[config.mk]
export PLATFORM = sky130hd
export DESIGN_NAME = i2c_ctrl_regs
export DESIGN_NICKNAME = d
export VERILOG_FILES = /design/src/rtl/i2c_ctrl_regs.sv
export SDC_FILE = /design/constraint.sdc
export NUM_CORES = 1
export LEC_CHECK = 0
export BUFFER_PORTS_ARGS = -buffer_cell sky130_fd_sc_hd__buf_2
export CORE_ASPECT_RATIO = 1.75
export CORE_MARGIN = 2
export CORE_UTILIZATION = 50
export CTS_BUF_LIST = sky130_fd_sc_hd__clkbuf_4
export DETAILED_ROUTE_END_ITERATION = 10
export GPL_TIMING_DRIVEN = 0
export HOLD_SLACK_MARGIN = 0.12
export MAX_ROUTING_LAYER = met4
export PLACE_DENSITY = 0.69
export SYNTH_ARGS = -nofsm -noshare
export SYNTH_HDL_FRONTEND = slang
export SYNTH_SLANG_ARGS = --single-unit
[constraint.sdc]
create_clock -name clk -period 4.1 [get_ports clk]
set_input_delay 0.82 -clock clk [delete_from_list [all_inputs] [get_ports clk]]
set_output_delay 0.82 -clock clk [all_outputs]
set_load 0.005 [all_outputs]
[src/rtl/i2c_ctrl_regs.sv]
module i2c_ctrl_regs #(
  parameter logic [6:0] DEV_ADDR = 7'h6E,
  parameter int         NREG     = 16
) (
  input  logic       clk,
  input  logic       rst_n,
  input  logic       scl_i,
  input  logic       sda_i,
  output logic       sda_oe,
  output logic [6:0] gain_r,
  output logic [6:0] gain_g,
  output logic [6:0] gain_b,
  output logic [6:0] contrast,
  output logic [7:0] dac1_code,
  output logic [7:0] dac2_code,
  output logic [7:0] dac3_code,
  output logic [7:0] dac4_code,
  output logic [2:0] dc_offset,
  output logic [1:0] osd_level,
  output logic       blank_video,
  output logic       power_save,
  output logic       dac_half_range,
  output logic       dac_bright_mix,
  output logic       incr_hold,
  output logic [2:0] bw_sel,
  output logic       clamp_neg
);
  localparam int AW = $clog2(NREG);
  localparam int SRST = NREG - 1;
  localparam int HOLD = 10;

  typedef enum logic [3:0] {S_IDLE, S_DEV, S_DEVACK, S_PTR, S_PTRACK,
                            S_WR, S_WRACK, S_RD, S_RDACK} st_t;

  function automatic logic [7:0] wmask(input logic [AW-1:0] a);
    case (a)
      4'h0, 4'h1, 4'h2, 4'h3: wmask = 8'h7F;
      4'h4, 4'h5, 4'h6, 4'h7: wmask = 8'hFF;
      4'h8: wmask = 8'h1F;
      4'h9: wmask = 8'h1B;
      4'hA: wmask = 8'h01;
      4'hB: wmask = 8'h0F;
      4'hF: wmask = 8'h01;
      default: wmask = 8'h00;
    endcase
  endfunction

  function automatic logic [7:0] dflt(input logic [AW-1:0] a);
    case (a)
      4'h0, 4'h1, 4'h2, 4'h3: dflt = 8'h60;
      4'h4, 4'h5, 4'h6, 4'h7: dflt = 8'h80;
      4'h8: dflt = 8'h15;
      4'hB: dflt = 8'h04;
      default: dflt = 8'h00;
    endcase
  endfunction

  logic [2:0] scl_p, sda_p;
  logic       scl_s, scl_q, sda_s, sda_q;
  logic       scl_rise, scl_fall, start, stop;
  st_t        state;
  logic [3:0] cnt;
  logic [7:0] sh, ptr, rdval;
  logic       rw, mnack;
  logic [7:0] rf [NREG];
  logic       in_map;

  always_ff @(posedge clk or negedge rst_n)
    if (!rst_n) begin
      scl_p <= '1;
      sda_p <= '1;
    end else begin
      scl_p <= {scl_p[1:0], scl_i};
      sda_p <= {sda_p[1:0], sda_i};
    end

  assign scl_s    = scl_p[1];
  assign scl_q    = scl_p[2];
  assign sda_s    = sda_p[1];
  assign sda_q    = sda_p[2];
  assign scl_rise = scl_s & ~scl_q;
  assign scl_fall = ~scl_s & scl_q;
  assign start    = scl_s & scl_q & sda_q & ~sda_s;
  assign stop     = scl_s & scl_q & ~sda_q & sda_s;
  assign in_map   = (ptr[7:AW] == '0);
  assign rdval    = in_map ? rf[ptr[AW-1:0]] : 8'h00;

  always_ff @(posedge clk or negedge rst_n)
    if (!rst_n) begin
      state  <= S_IDLE;
      cnt    <= '0;
      sh     <= '0;
      ptr    <= '0;
      rw     <= 1'b0;
      mnack  <= 1'b0;
      sda_oe <= 1'b0;
      for (int i = 0; i < NREG; i++) rf[i] <= dflt(AW'(i));
    end else begin
      if (rf[SRST][0]) begin
        for (int i = 0; i < NREG; i++)
          if (i != SRST) rf[i] <= dflt(AW'(i));
        rf[SRST] <= 8'h00;
      end
      if (stop) begin
        state  <= S_IDLE;
        sda_oe <= 1'b0;
      end else if (start) begin
        state  <= S_DEV;
        cnt    <= '0;
        sda_oe <= 1'b0;
      end else begin
        case (state)
          S_DEV, S_PTR, S_WR:
            if (scl_rise) begin
              sh  <= {sh[6:0], sda_s};
              cnt <= cnt + 4'd1;
            end else if (scl_fall && cnt == 4'd8) begin
              cnt <= '0;
              if (state == S_DEV) begin
                if (sh[7:1] == DEV_ADDR) begin
                  rw     <= sh[0];
                  sda_oe <= 1'b1;
                  state  <= S_DEVACK;
                end else state <= S_IDLE;
              end else if (state == S_PTR) begin
                ptr    <= sh;
                sda_oe <= 1'b1;
                state  <= S_PTRACK;
              end else begin
                if (in_map) rf[ptr[AW-1:0]] <= sh & wmask(ptr[AW-1:0]);
                if (!rf[HOLD][0]) ptr <= ptr + 8'd1;
                sda_oe <= 1'b1;
                state  <= S_WRACK;
              end
            end
          S_DEVACK, S_PTRACK, S_WRACK:
            if (scl_fall) begin
              cnt <= '0;
              if (state == S_DEVACK && rw) begin
                sh     <= rdval;
                sda_oe <= ~rdval[7];
                ptr    <= ptr + 8'd1;
                state  <= S_RD;
              end else begin
                sda_oe <= 1'b0;
                state  <= (state == S_DEVACK) ? S_PTR : S_WR;
              end
            end
          S_RD:
            if (scl_rise) cnt <= cnt + 4'd1;
            else if (scl_fall) begin
              if (cnt == 4'd8) begin
                sda_oe <= 1'b0;
                state  <= S_RDACK;
              end else begin
                sh     <= {sh[6:0], 1'b0};
                sda_oe <= ~sh[6];
              end
            end
          S_RDACK:
            if (scl_rise) mnack <= sda_s;
            else if (scl_fall) begin
              cnt <= '0;
              if (mnack) state <= S_IDLE;
              else begin
                sh     <= rdval;
                sda_oe <= ~rdval[7];
                ptr    <= ptr + 8'd1;
                state  <= S_RD;
              end
            end
          default: ;
        endcase
      end
    end

  assign gain_r         = rf[0][6:0];
  assign gain_g         = rf[1][6:0];
  assign gain_b         = rf[2][6:0];
  assign contrast       = rf[3][6:0];
  assign dac1_code      = rf[4];
  assign dac2_code      = rf[5];
  assign dac3_code      = rf[6];
  assign dac4_code      = rf[7];
  assign dc_offset      = rf[8][2:0];
  assign osd_level      = rf[8][4:3];
  assign blank_video    = rf[9][0];
  assign power_save     = rf[9][1];
  assign dac_half_range = rf[9][3];
  assign dac_bright_mix = rf[9][4];
  assign incr_hold      = rf[HOLD][0];
  assign bw_sel         = rf[11][2:0];
  assign clamp_neg      = rf[11][3];

  p_pull_scl_low_r1: assert property (@(posedge clk) disable iff (!rst_n)
    $rose(sda_oe) |-> !scl_s);
  p_idle_quiet_r1: assert property (@(posedge clk) disable iff (!rst_n)
    (state == S_IDLE) |-> !sda_oe);
  p_rd_step_r5: assert property (@(posedge clk) disable iff (!rst_n)
    (state == S_RDACK && scl_fall && !mnack && !start && !stop) |=> (ptr == $past(ptr) + 8'd1));
  p_reserved_zero_r7: assert property (@(posedge clk) disable iff (!rst_n)
    (!rf[0][7] && !rf[3][7] && rf[8][7:5] == 3'd0 && rf[9][2] == 1'b0 &&
     rf[9][7:5] == 3'd0 && rf[HOLD][7:1] == 7'd0 && rf[11][7:4] == 4'd0));
  p_srst_reload_r9: assert property (@(posedge clk) disable iff (!rst_n)
    rf[SRST][0] |=> (!rf[SRST][0] && rf[0] == 8'h60 && rf[8] == 8'h15 && rf[HOLD] == 8'h00));
  p_stop_idle_r10: assert property (@(posedge clk) disable iff (!rst_n)
    stop |=> (state == S_IDLE && !sda_oe));
endmodule

==> qor.yml <==
run_status:
  outcome: "completed"
place:
  post-dp-hpwl_mm: 18.2
  port_buffers: 78
  place_congestion: 0.945
synthesis:
  netlist_area_um2: 8580
  synth-seq-area-share: 0.473
  synth_fp_nets: 819
  synth-main-ff-cell: "dfrtp_1"
  synthMostInstantiatedCell: "dfrtp_1"
  synth_edf_count: 0
  synth_warnings: 0
  synth_top_area_share: 0.406
  synthCells: 808
  synth-seq-cells: 161
  synth_area_leaders: "dfrtp_1 (41%), mux4_2 (8.4%), dfstp_2 (6.7%)"
  synth.avg_cell_area_um2: 10.6
  synth.distinct_cells: 65
  synth_common_cells: "dfrtp_1 (139), o21ai_0 (71), buf_4 (70)"
  yosysTopAreaCell: "dfrtp_1"
  synth-async-reset-ratio: 1.00
power_and_ir_drop:
  cell_internal_pwr_w: 0.00276
  totalPowerFinal_w: 0.00481
  p_switching_w: 0.00205
  pwr-share-clk: 0.220
  p_comb_frac: 0.392
  p_seq_frac: 0.388
  powerDensity_nw_per_um2: 501
  cellLeakagePower_nw: 4.51
  vdd_drop_max_mv: 0.260
  switching_share: 0.427
finish:
  nFillCells: 1523
  drive_gt1_frac: 0.307
  nets: 917
  area_growth_pct: 12.1
sta:
  worstMarginPinSlew_ns: 0.939
  skew_ns: 0.0273
  period_share: 0.736
  min_period_ns: 3.02
  fmaxAchievable_ghz: 0.331
  slew_viol_final: 0
  final-hold-violation-count: 0
  hold_ws_ns: 0.141
  setup-violations-final: 0
  relSlewSlack: 0.374
  rsz0062_at_grt: "false"
die:
  fp.dieH_um: 177
  start_util: 0.508
  fp-row-count: 63
  core_area_um2: 16900
  io_pins: 79
  die_area_um2: 18300
  die_w_um: 103
worst_setup_path:
  startpoint: "ptr[0]"
  critical_path_arrival_ns: 3.52
  r2r-end: "contrast[1]"
  crit_type: "reg2reg"
  reg2reg_from: "ptr[0]"
  crit_chain: "buf_2 > clkbuf_1 > inv_1 > ha_1 > o21ai_0 > nand2_1 > clkbuf_1 > o21ai_0"
  path_buf_inv: 4
  cpPeakStageDelay_ns: 0.57
  end_kind: "register"
  ff2ff_setup_slack_ns: 1.08
  slowest_stage: "clkbuf_1"
  crit_path_start_kind: "register"
  cp.required_ns: 4.61
  critical_path_peak_fanout: 10
  ff2ff_path_depth: 8
  path_delay_family: "buffers and inverters"
route:
  drtPass1Iterations: 6
  drt-initial-drc-count: 505
  vias: 6711
  wirelength_mm: 24.6
  viasPerCell: 5.85
  drtAntennaViolNets: 0
  wire_per_inst_um: 21.5
  drc_errors: 0
grt:
  grt_use_total: 0.293
  grt_max_degree: 107
  grt_pass1_vias: 6764
  antenna_found_initial: 1
  gr-total-overflow: 0
  grt_pass1_wl_mm: 38.4
min_path:
  hold_path_class: "in2async"
clocking:
  cts_resized: 0
  cts_tree: "yes"
  clock_sinks: 161
  clkLatencyLatePin_ns: 0.59
  post_cts_buffers: 0
  cts.path.max_buffers: 2
  htree_num_levels: 4
  path_clk_slew_ns: 0.15
  cts-buffers-inserted: 17
  ctsHoldBuffers: 0
  cts-root-buf: "clkbuf_4"
run:
  maxCapViolations: 0
## kinds of logic after synthesis
kind of cell	share of synthesized area
compound gates	0.121
xor+xnor	0.00102
fa+ha+maj	0.0102
buf+inv	0.0947
flops	0.473
mux	0.114
simple gates	0.186
## cells in the final DEF, fill, tap and decap left out, drive strengths merged, types with 14 or more instances in the layout
cell type / count
o21ai: 82
dfstp: 22
buf: 171
dfrtp: 139
nand3: 23
inv: 18
and2: 34
a21oi: 51
nor3: 15
clkbuf: 50
nor2: 50
nand3b: 63
mux2: 14
mux4: 32
nand2: 40
## metal layers
layer	vias to the layer above	share of wire	track usage
met4	0	0.069	0.183
met3	92	0.044	0.0399
met2	251	0.53	0.484
li1	3010	-	-
met1	3358	0.36	0.328
met5	-	0	-
## power groups by stage
stage	logic [W]	registers (W)	clock network [W]
finish	0.00189	0.00187	0.00106
global route	0.00203	0.00188	0.00114
CTS	0.00187	0.00186	0.00108
detailed placement	0.00186	0.00189	0
global placement	0.00185	0.00189	0
floorplan	0.00129	0.00182	0
## worst max path at each step
stage | endpoint | cells after the start
6_report | contrast[1] | 8
5_1_grt | dac2_code[1] | 8
4_1_cts | contrast[1] | 8
3_5_place_dp | contrast[1] | 8
3_3_place_gp | gain_g[1] | 1
2_1_floorplan | sh[0] | 7
## through the flow
step,area (um^2),setup WS (ns),instances,TNS [ns],utilization
after CTS,9610,1.06,1146,0,0.570
after floorplan,8580,1.94,808,0,-
after global routing,9610,0.855,1147,0,0.570
after global placement,9250,-0.288,1113,-36.77,0.548
final,9610,1.08,1147,0,0.570
after detailed placement,9290,1.12,1114,0,0.551
## sequential cells by signal (all words and copies together) (netlist names), 2 cells and up
name	flops
rf	54
dac1_code	8
dac2_code	8
dac3_code	8
dac4_code	8
ptr	8
sh	8
contrast	7
gain_b	7
gain_g	7
gain_r	7
cnt	4
state	4
bw_sel	3
dc_offset	3
scl_p	3
sda_p	3
osd_level	2
## cell type report
cell class	instances	area (um^2)	share of cell area
tap	227	284	0.0295
antenna	1	2.50	0.000260
timing repair buffer	79	428	0.0445
multi-input combinational	511	3710	0.386
clock inverter	15	194	0.0202
sequential	161	4060	0.422
inverter	11	41.3	0.00430
clock buffer	17	128	0.0133
buffer	125	771	0.0802
Note: power is estimated with default switching activity, not from simulation.
